--- src/rtl/vfd_pkg.sv ---
package vfd_pkg;

  // Number of entries the built-in raster table can provide.
  localparam int unsigned TABLE_DEPTH = 6;

  // Words per line of each known raster.
  function automatic int unsigned tbl_words(input int unsigned i);
    case (i)
      0: return 2200;
      1: return 1650;
      2: return 1728;
      3: return 858;
      4: return 2640;
      5: return 1980;
      default: return 0;
    endcase
  endfunction

  // Active lines per field or frame of each known raster.
  function automatic int unsigned tbl_lines(input int unsigned i);
    case (i)
      0: return 1080;
      1: return 720;
      2: return 288;
      3: return 244;
      4: return 1080;
      5: return 720;
      default: return 0;
    endcase
  endfunction

endpackage

--- src/rtl/vfd_line_meter.sv ---
module vfd_line_meter #(
  parameter int WPL_W  = 12,
  parameter int LINE_W = 11
) (
  input  logic              clk,
  input  logic              rst,
  input  logic              trs_locked,
  input  logic              sol,
  input  logic              act,
  input  logic [WPL_W-1:0]  wpl,
  output logic              field_done,
  output logic [WPL_W-1:0]  meas_words,
  output logic [LINE_W-1:0] meas_lines
);

  logic              act_q;
  logic [LINE_W-1:0] line_cnt;
  logic              field_end;

  assign field_end = act_q && !act;

  always_ff @(posedge clk) begin
    if (rst || !trs_locked) begin
      act_q      <= 1'b0;
      line_cnt   <= '0;
      field_done <= 1'b0;
      meas_words <= '0;
      meas_lines <= '0;
    end else begin
      act_q      <= act;
      field_done <= field_end;
      if (field_end) begin
        meas_lines <= line_cnt;
        meas_words <= wpl;
        line_cnt   <= '0;
      end else if (sol && act) begin
        line_cnt <= line_cnt + 1'b1;
      end
    end
  end

  // the count only moves on an active-line pulse or at field end
  a_r2_count_hold: assert property (@(posedge clk) disable iff (rst)
    (trs_locked && !(sol && act) && !field_end) |=> $stable(line_cnt));

  // a field end produces exactly one completion pulse
  a_r2_single_done: assert property (@(posedge clk) disable iff (rst)
    field_done |=> !field_done);

endmodule

--- src/rtl/vfd_table_search.sv ---
module vfd_table_search
  import vfd_pkg::*;
#(
  parameter int WPL_W  = 12,
  parameter int LINE_W = 11,
  parameter int N_FMT  = 4,
  parameter int IDX_W  = 3
) (
  input  logic              clk,
  input  logic              rst,
  input  logic              abort,
  input  logic              start,
  input  logic [WPL_W-1:0]  meas_words,
  input  logic [LINE_W-1:0] meas_lines,
  output logic              done,
  output logic              hit,
  output logic [IDX_W-1:0]  hit_idx
);

  logic              busy;
  logic [IDX_W-1:0]  idx;
  logic [WPL_W-1:0]  cur_w;
  logic [LINE_W-1:0] cur_l;
  logic              entry_eq;
  logic              last;

  always_comb begin
    cur_w    = WPL_W'(tbl_words(32'(idx)));
    cur_l    = LINE_W'(tbl_lines(32'(idx)));
    entry_eq = (cur_w == meas_words) && (cur_l == meas_lines);
    last     = (idx == IDX_W'(N_FMT - 1));
  end

  always_ff @(posedge clk) begin
    if (rst || abort) begin
      busy    <= 1'b0;
      idx     <= '0;
      done    <= 1'b0;
      hit     <= 1'b0;
      hit_idx <= '0;
    end else begin
      done <= 1'b0;
      hit  <= 1'b0;
      if (start) begin
        busy <= 1'b1;
        idx  <= '0;
      end else if (busy) begin
        if (entry_eq) begin
          busy    <= 1'b0;
          done    <= 1'b1;
          hit     <= 1'b1;
          hit_idx <= idx;
        end else if (last) begin
          busy <= 1'b0;
          done <= 1'b1;
        end else begin
          idx <= idx + 1'b1;
        end
      end
    end
  end

  // a started search is running on the next cycle
  a_r9_start_busy: assert property (@(posedge clk) disable iff (rst || abort)
    start |=> busy);

  // the walk never leaves the table
  a_r9_idx_range: assert property (@(posedge clk) disable iff (rst)
    busy |-> (idx < IDX_W'(N_FMT)));

  // a reported hit equals the measured counts in both dimensions
  a_r3_hit_equal: assert property (@(posedge clk) disable iff (rst)
    (done && hit) |->
      (WPL_W'(tbl_words(32'(hit_idx))) == meas_words) &&
      (LINE_W'(tbl_lines(32'(hit_idx))) == meas_lines));

endmodule

--- src/rtl/vfd_lock_ctrl.sv ---
module vfd_lock_ctrl #(
  parameter int WPL_W    = 12,
  parameter int LINE_W   = 11,
  parameter int IDX_W    = 3,
  parameter int MISS_TOL = 4
) (
  input  logic              clk,
  input  logic              rst,
  input  logic              trs_locked,
  input  logic              done,
  input  logic              hit,
  input  logic [IDX_W-1:0]  hit_idx,
  input  logic [WPL_W-1:0]  meas_words,
  input  logic [LINE_W-1:0] meas_lines,
  output logic              frame_locked,
  output logic [IDX_W-1:0]  fmt_idx
);

  localparam logic [IDX_W-1:0] UNK = {IDX_W{1'b1}};
  localparam int MW = (MISS_TOL < 1) ? 1 : $clog2(MISS_TOL + 1);

  logic              ref_valid;
  logic [WPL_W-1:0]  ref_w;
  logic [LINE_W-1:0] ref_l;
  logic [MW-1:0]     miss_cnt;
  logic              same_ref;

  assign same_ref = ref_valid && (ref_w == meas_words) && (ref_l == meas_lines);

  always_ff @(posedge clk) begin
    if (rst || !trs_locked) begin
      frame_locked <= 1'b0;
      fmt_idx      <= UNK;
      ref_valid    <= 1'b0;
      ref_w        <= '0;
      ref_l        <= '0;
      miss_cnt     <= '0;
    end else if (done) begin
      if (frame_locked) begin
        if (same_ref) begin
          miss_cnt <= '0;
        end else if (miss_cnt == MW'(MISS_TOL)) begin
          frame_locked <= 1'b0;
          fmt_idx      <= UNK;
          miss_cnt     <= '0;
          ref_w        <= meas_words;
          ref_l        <= meas_lines;
        end else begin
          miss_cnt <= miss_cnt + 1'b1;
        end
      end else begin
        ref_w     <= meas_words;
        ref_l     <= meas_lines;
        ref_valid <= 1'b1;
        miss_cnt  <= '0;
        if (hit) begin
          frame_locked <= 1'b1;
          fmt_idx      <= hit_idx;
        end else if (same_ref) begin
          frame_locked <= 1'b1;
          fmt_idx      <= UNK;
        end
      end
    end
  end

  // reset leaves the outputs idle
  a_r1_reset_idle: assert property (@(posedge clk)
    rst |=> (!frame_locked && fmt_idx == UNK));

  // loss of alignment lock clears the outputs on the next cycle
  a_r8_trs_off: assert property (@(posedge clk) disable iff (rst)
    !trs_locked |=> (!frame_locked && fmt_idx == UNK));

  // outputs only move after a search verdict (or a lock loss)
  a_r9_quiet: assert property (@(posedge clk) disable iff (rst)
    (!done && trs_locked) |=>
      (!trs_locked || ($stable(frame_locked) && $stable(fmt_idx))));

  // the consecutive-difference count never exceeds the tolerance
  a_r6_miss_bound: assert property (@(posedge clk) disable iff (rst)
    miss_cnt <= MW'(MISS_TOL));

endmodule

--- src/rtl/vfmt_lock_detect.sv ---
module vfmt_lock_detect
  import vfd_pkg::*;
#(
  parameter int WPL_W    = 12,
  parameter int LINE_W   = 11,
  parameter int N_FMT    = 4,
  parameter int MISS_TOL = 4,
  parameter int IDX_W    = $clog2(N_FMT + 1)
) (
  input  logic              clk,
  input  logic              rst,
  input  logic              sol,
  input  logic              act,
  input  logic [WPL_W-1:0]  wpl,
  input  logic              trs_locked,
  output logic              frame_locked,
  output logic [IDX_W-1:0]  fmt_idx
);

  logic              field_done;
  logic [WPL_W-1:0]  meas_words;
  logic [LINE_W-1:0] meas_lines;
  logic              srch_done;
  logic              srch_hit;
  logic [IDX_W-1:0]  srch_idx;

  initial begin
    if (N_FMT < 1 || N_FMT > int'(TABLE_DEPTH))
      $error("N_FMT out of range");
  end

  vfd_line_meter #(.WPL_W(WPL_W), .LINE_W(LINE_W)) u_meter (
    .clk        (clk),
    .rst        (rst),
    .trs_locked (trs_locked),
    .sol        (sol),
    .act        (act),
    .wpl        (wpl),
    .field_done (field_done),
    .meas_words (meas_words),
    .meas_lines (meas_lines)
  );

  vfd_table_search #(.WPL_W(WPL_W), .LINE_W(LINE_W), .N_FMT(N_FMT), .IDX_W(IDX_W)) u_search (
    .clk        (clk),
    .rst        (rst),
    .abort      (!trs_locked),
    .start      (field_done),
    .meas_words (meas_words),
    .meas_lines (meas_lines),
    .done       (srch_done),
    .hit        (srch_hit),
    .hit_idx    (srch_idx)
  );

  vfd_lock_ctrl #(.WPL_W(WPL_W), .LINE_W(LINE_W), .IDX_W(IDX_W), .MISS_TOL(MISS_TOL)) u_ctrl (
    .clk          (clk),
    .rst          (rst),
    .trs_locked   (trs_locked),
    .done         (srch_done),
    .hit          (srch_hit),
    .hit_idx      (srch_idx),
    .meas_words   (meas_words),
    .meas_lines   (meas_lines),
    .frame_locked (frame_locked),
    .fmt_idx      (fmt_idx)
  );

endmodule

--- config.mk ---
export PLATFORM = sky130hd
export DESIGN_NAME = vfmt_lock_detect
export DESIGN_NICKNAME = d
export VERILOG_FILES = /design/src/rtl/vfd_pkg.sv /design/src/rtl/vfd_line_meter.sv /design/src/rtl/vfd_table_search.sv /design/src/rtl/vfd_lock_ctrl.sv /design/src/rtl/vfmt_lock_detect.sv
export SDC_FILE = /design/constraint.sdc
export NUM_CORES = 1
export LEC_CHECK = 0
export BUFFER_PORTS_ARGS = -buffer_cell sky130_fd_sc_hd__buf_4
export CAP_MARGIN = 20
export CORE_MARGIN = 4
export CORE_UTILIZATION = 45
export CTS_CLUSTER_SIZE = 30
export DETAILED_ROUTE_END_ITERATION = 6
export SLEW_MARGIN = 20
export SYNTH_ARGS = -nofsm -noshare
export SYNTH_HDL_FRONTEND = slang
export SYNTH_HIERARCHICAL = 1
export SYNTH_SLANG_ARGS = --single-unit
--- constraint.sdc ---
create_clock -name clk -period 2.9 [get_ports clk]
set_input_delay 0.145 -clock clk [delete_from_list [all_inputs] [get_ports clk]]
set_output_delay 0.145 -clock clk [all_outputs]
set_load 0.005 [all_outputs]
==> Word-level counts from Yosys, hierarchy flattened <==
Index checks and enable logic that the tools add are counted.
{ "word_totals": {"memories": 0, "ff_bits": 76, "ramBits": 0, "mem_bits_ro": 0, "latchBits": 0} }
{ "classes": {"order_cmp": 0, "addsub": 3, "bitwise": 5, "div": 0, "reduce_logical": 20, "shift": 0, "n_eq_ne": 12, "multipliers": 0, "n_mux": 28} }
{ "op_table": {"columns": ["cell", "n"], "rows": [
  ["one-hot mux 12 bit (6 select lines)", 1],
  ["one-hot mux 11 bit (4 select lines)", 1],
  ["two-way mux 12 bit", 3],
  ["two-way mux 11 bit", 3],
  ["== test 12 bit", 2],
  ["two-way mux 3 bit", 8],
  ["== test 11 bit", 2],
  ["two-way mux 1 bit", 12],
  ["adder 11 x 1 -> 11 bit (second input constant)", 1],
  ["== test 3 bit (second input constant)", 3],
  ["AND reduction 3 bit", 3],
  ["OR reduction 2 bit", 4],
  ["adder 3 x 1 -> 3 bit (second input constant)", 2],
  ["== test 3 x 2 -> 1 bit (second input constant)", 2],
  ["logical AND 1 bit", 5],
  ["NOT 1 bit", 5],
  ["inequality test 2 bit (second input constant)", 2],
  ["AND reduction 4 bit", 1],
  ["== test 3 x 1 -> 1 bit (second input constant)", 1],
  ["logical NOT 3 bit", 1],
  ["nonzero test 3 bit", 1],
  ["OR reduction 3 bit", 1],
  ["logical NOT 1 bit", 2],
  ["AND reduction 2 bit", 1],
  ["logical OR 1 bit", 1]
]} }

==> Logic depth before layout (Yosys ltp) <==
{ "depth": {"ltp_word": 8, "mapped_depth": 10, "depth_no_buf": 9} }

==> Hierarchy <==
Netlist, hierarchy kept.
{ "modules_own_cells": {"columns": ["mod", "seq_area_each_um2", "area_each_um2", "instances", "cells_each"], "rows": [
  ["vfd_lock_ctrl", 620.6, 1640.3, 1, 188],
  ["vfd_line_meter", 720.7, 1277.5, 1, 115],
  ["vfd_table_search", 180.2, 933.4, 1, 118],
  ["vfmt_lock_detect", 0.0, 3.8, 1, 1]
]} }

==> Worst setup path before layout <==
No wires, ideal clock.
{ "synth_path": {"path_kind": "reg2reg", "startpoint": "register u_search.idx[1]", "endpoint": "register u_search.idx[2]", "t_required_ps": 2784, "arrival_ps": 2427, "path_stages_with_launch": 11, "path_slack_ps": 358, "period_less_slack_ps": 2542, "cell_sequence": "dfxtp_1 > inv_1 > ha_1 > buf_4 > nand2b_1 > nand2_1 > xor2_1 > or4b_4 > o31a_1 > a21oi_1 > and3b_1"} }
{ "synth_via": {"elab_chain_cells": 7, "elab_cells_between_ends": 17, "cone_classes": "1 x add/sub; 7 x eq/ne; 2 x mux; 2 x bitwise; 5 x reduce/logical"} }
{ "synth_rtl": {"columns": ["item", "line", "text"], "rows": [
  ["from (decl)", "vfd_table_search.sv:21", "logic [IDX_W-1:0] idx;"],
  ["from (signal assigned)", "vfd_table_search.sv:57", "idx <= idx + 1'b1;"],
  ["== test 3 x 1 -> 1 bit (tied with other cells)", "vfd_pkg.sv:8, vfd_pkg.sv:21", null],
  ["OR reduction 2 bit (no line)", null, null],
  ["one-hot mux 11 bit (4 select lines)", "vfd_pkg.sv:21", "case (i)"],
  ["== test 11 bit", "vfd_table_search.sv:30", "entry_eq = (cur_w == meas_words) && (cur_l == meas_lines);"],
  ["logical AND 1 bit", "vfd_table_search.sv:30", null],
  ["NOT 1 bit (no line)", null, null],
  ["AND reduction 3 bit (no line)", null, null]
]} }
Several ways; a longest one is shown, not always the timed one.
A chain may end at the register's enable or synchronous reset.

==> Final worst setup path <==
Ends and elaborated chain as after synthesis.

==> out/results.tsv <==
metric	value	unit
start_util	46.7	%
gp_congestion	0.815	
critPathCaptureType	register	
cp_slowest_cell	or4b_4	
synth_flop_cell	dfxtp_1	
final_cells	561	
synth-seq-area-share	39.5	%
drv_cap	0	
top_layer	met4	
dr_wl_met2	4.04	mm
multi_input_area	0.00219	mm²
intPower	1.60	mW
dp_slack	0.122	ns
cts_root_buf	clkbuf_8	
io_buffers	20	
path_class	register to register	
hp-class	primary input to register	
switching_power	0.463	mW
layout-drive-gt1-share	13.4	%
grt_pass1_wl	14.6	mm
dieArea	0.0101	mm²
track_usage	18.3	%
clk_latency	0.35	ns
num_io_pins	21	
drc	0	
fin_worst_skew	0.0166	ns
rsz0062_at_grt	no	
ys_types	58	
diodes	0	
layout_common_cells	dfxtp_1 (75), nand2_1 (66), buf_4 (27), mux2i_1 (26), a22o_1 (23)	
yosys_warnings	6	
status	completed	
htreeDepth	3	
p_sw_share	22.5	%
startpoint_type	register	
seq_area	0.00152	mm²
max_freq	372	MHz
slew-limit-headroom	62.5	%
finalSetupViolations	0	
pwr-share-comb	3.8	%
die_h	101	µm
synth_edf_count	0	
reg2reg_depth	9	
ys_ff_latch	76	
worstHoldStart	wpl[3]	
period_share	92.7	%
drt_wl_total	8.62	mm
power_density	467	mW/mm²
hold_path_depth	2	
layout.nets	481	
fin_ws	0.211	ns
tns	0	ns
numPlacedInstances	535	
drt-initial-drc-count	156	
wl_per_cell	15.4	µm
startpoint	u_search/idx[1]	
cpMostUsedCell	a21oi_1	
clkTransAtPathRegs	0.08	ns
period_minus_slack	2.69	ns
hold_violations	0	
crit_required	3.14	ns
rows	33	
clkSinkCount	76	
timing.rr.start	u_search/idx[1]	
slowest_delay	0.51	ns
syn_area	0.00385	mm²
grt_pass1_vias	2956	
post_cts_buffers	0	
antenna_found_initial	0	
wl_met1	4.17	mm
syn-num-nets	452	
mostFrequentLayoutCell	dfxtp_1	
core_area	0.00826	mm²
grt_max_degree	51	
worstMarginPinSlew	0.558	ns
dp_hpwl	6.10	mm
cts_made_buffers	9	
drtPass1Iterations	4	
n_fill_cell	781	
arrival	2.92	ns
vdd_ir_drop_max	0.000297	V
dr_wl_met3	306	µm
clockPowerShare	45.2	%
syn_inst	422	
drt-vias-per-instance	5.46	
cp_cell_sequence	inv_1, ha_1, nand2b_1, a21oi_1, xnor2_1, or4b_4, o31a_1, a21oi_1, and3b_1	
ant_nets	0	
globalRouteOverflowTotal	0	
cts_tree	done	
area_growth	14.5	%
cp_max_fo	10	
p_seq_share	50.9	%
clock_path_buffers	2	
vias	3061	
synthArstFlopShare	0	%
avgSynthCellArea	9.13	µm²
drv_slew	0	
leakagePower	1.60	nW
die_w	101	µm
-- kinds of logic after synthesis --
group                    Yosys count  share of synthesized area, %
adder cells (fa/ha/maj)           13                          4.22
XOR/XNOR                          36                          8.37
flip-flops                        76                          39.5
AND/OR/NAND/NOR                  167                          23.0
multiplexers                      27                          7.11
buffers and inverters             29                          4.09
AO/OA/AOI/OAI                     74                          13.7
-- layer usage --
metal / global-route usage, % / up-vias
met3: 2.98 / 10
met1: 24.5 / 1430
met4: 7.15 / 0
met5: 0 / -
li1: - / 1564
met2: 29.6 / 57
-- power groups by stage --
stage | clock network, mW | logic (mW) | registers, mW
CTS | 0.956 | 0.0791 | 1.05
detailed placement | 0 | 0.0681 | 1.07
finish | 0.932 | 0.0790 | 1.05
global route | 1.00 | 0.0871 | 1.05
floorplan | 0 | 0.0362 | 1.07
global placement | 0 | 0.0675 | 1.07
-- cells in the mapped netlist, types with 2 or more instances --
| cell type | number | share of area, % |
|---|---|---|
| mux2i_1 | 26 | 6.8 |
| nor2b_1 | 6 | 0.97 |
| or3_2 | 2 | 0.39 |
| nand2_1 | 66 | 6.4 |
| buf_6 | 2 | 0.58 |
| nor2_1 | 13 | 1.3 |
| a22o_1 | 23 | 5.2 |
| o31ai_1 | 3 | 0.58 |
| o21ai_0 | 12 | 1.6 |
| a311oi_1 | 2 | 0.45 |
| o211ai_1 | 4 | 0.78 |
| nand3b_1 | 2 | 0.39 |
| o221ai_1 | 3 | 0.68 |
| buf_8 | 2 | 0.78 |
| nand3_1 | 15 | 1.9 |
| nor3_1 | 10 | 1.3 |
| xor2_1 | 13 | 3.0 |
| nor4_1 | 7 | 1.1 |
| xnor2_1 | 22 | 5.0 |
| inv_1 | 10 | 0.97 |
| nand4_1 | 13 | 2.1 |
| nand2b_1 | 8 | 1.3 |
| or2b_2 | 2 | 0.45 |
| ha_1 | 13 | 4.2 |
| o31a_1 | 2 | 0.45 |
| or3_1 | 3 | 0.49 |
| o21a_1 | 2 | 0.39 |
| o22ai_1 | 2 | 0.32 |
| a211oi_1 | 2 | 0.39 |
| a21oi_1 | 14 | 1.8 |
| clkbuf_1 | 8 | 0.78 |
| or4_1 | 4 | 0.78 |
| dfxtp_1 | 76 | 39 |
| and3b_1 | 2 | 0.45 |
| buf_2 | 5 | 0.65 |
-- worst paths after layout --
check,to,slack (ns)
hold reg to reg,u_ctrl/ref_l[3],0.47
hold / removal,u_meter/meas_words[3],0.02
setup reg to reg,u_search/idx[2],0.21
setup / recovery,u_search/idx[2],0.21
-- flip-flops by register name (all words and copies together), names as in the netlist --
| name | cells |
|---|---|
| u_search/idx | 3 |
| u_meter/meas_lines | 11 |
| u_meter/act_q | 1 |
| u_meter/line_cnt | 11 |
| u_ctrl/ref_w | 12 |
| u_ctrl/miss_cnt | 3 |
| u_ctrl/ref_valid | 1 |
| u_search/busy | 1 |
| u_ctrl/ref_l | 11 |
| u_meter/meas_words | 12 |
| u_ctrl/frame_locked | 1 |
| u_ctrl/fmt_idx | 3 |
| u_search/done | 1 |
| u_search/hit | 1 |
| u_search/hit_idx | 3 |
| u_meter/field_done | 1 |
-- cell type report --
| class | instances | share of cell area (%) |
|---|---|---|
| well taps | 105 | 2.98 |
| multi-input cells | 317 | 49.5 |
| repair buffers | 37 | 6.86 |
| flip-flops and latches | 76 | 34.5 |
| clock buffers | 10 | 3.12 |
| clock inverters | 6 | 2.15 |
| inverters | 10 | 0.851 |
-- repair_timing --
action                                 4_1_cts  5_1_grt
endpoints found under the hold margin       10        0
hold buffers                                10        0
resized for setup                            0        1
setup endpoints to repair                    0        4
-- critical path: cells and delay by family, from the launching register on --
kind,cells,cell delay [ns]
AO/OA/AOI/OAI,3,0.70
buffers and inverters,1,0.14
adder cells (fa/ha/maj),1,0.38
AND/OR/NAND/NOR,3,0.81
XOR/XNOR,1,0.16
flip-flops,1,0.39
-- through the flow --
step	cell area [µm²]	utilization [%]	hold slack (ns)	total power, mW
floorplan	3850	-	0.222	1.11
global placement	4080	49.4	0.355	1.14
detailed placement	4080	49.4	0.357	1.14
CTS	4410	53.4	0.00212	2.08
global route	4410	53.4	0.00904	2.14
finish	4410	53.4	0.0172	2.06
Note: power is estimated with default switching activity, not from simulation.
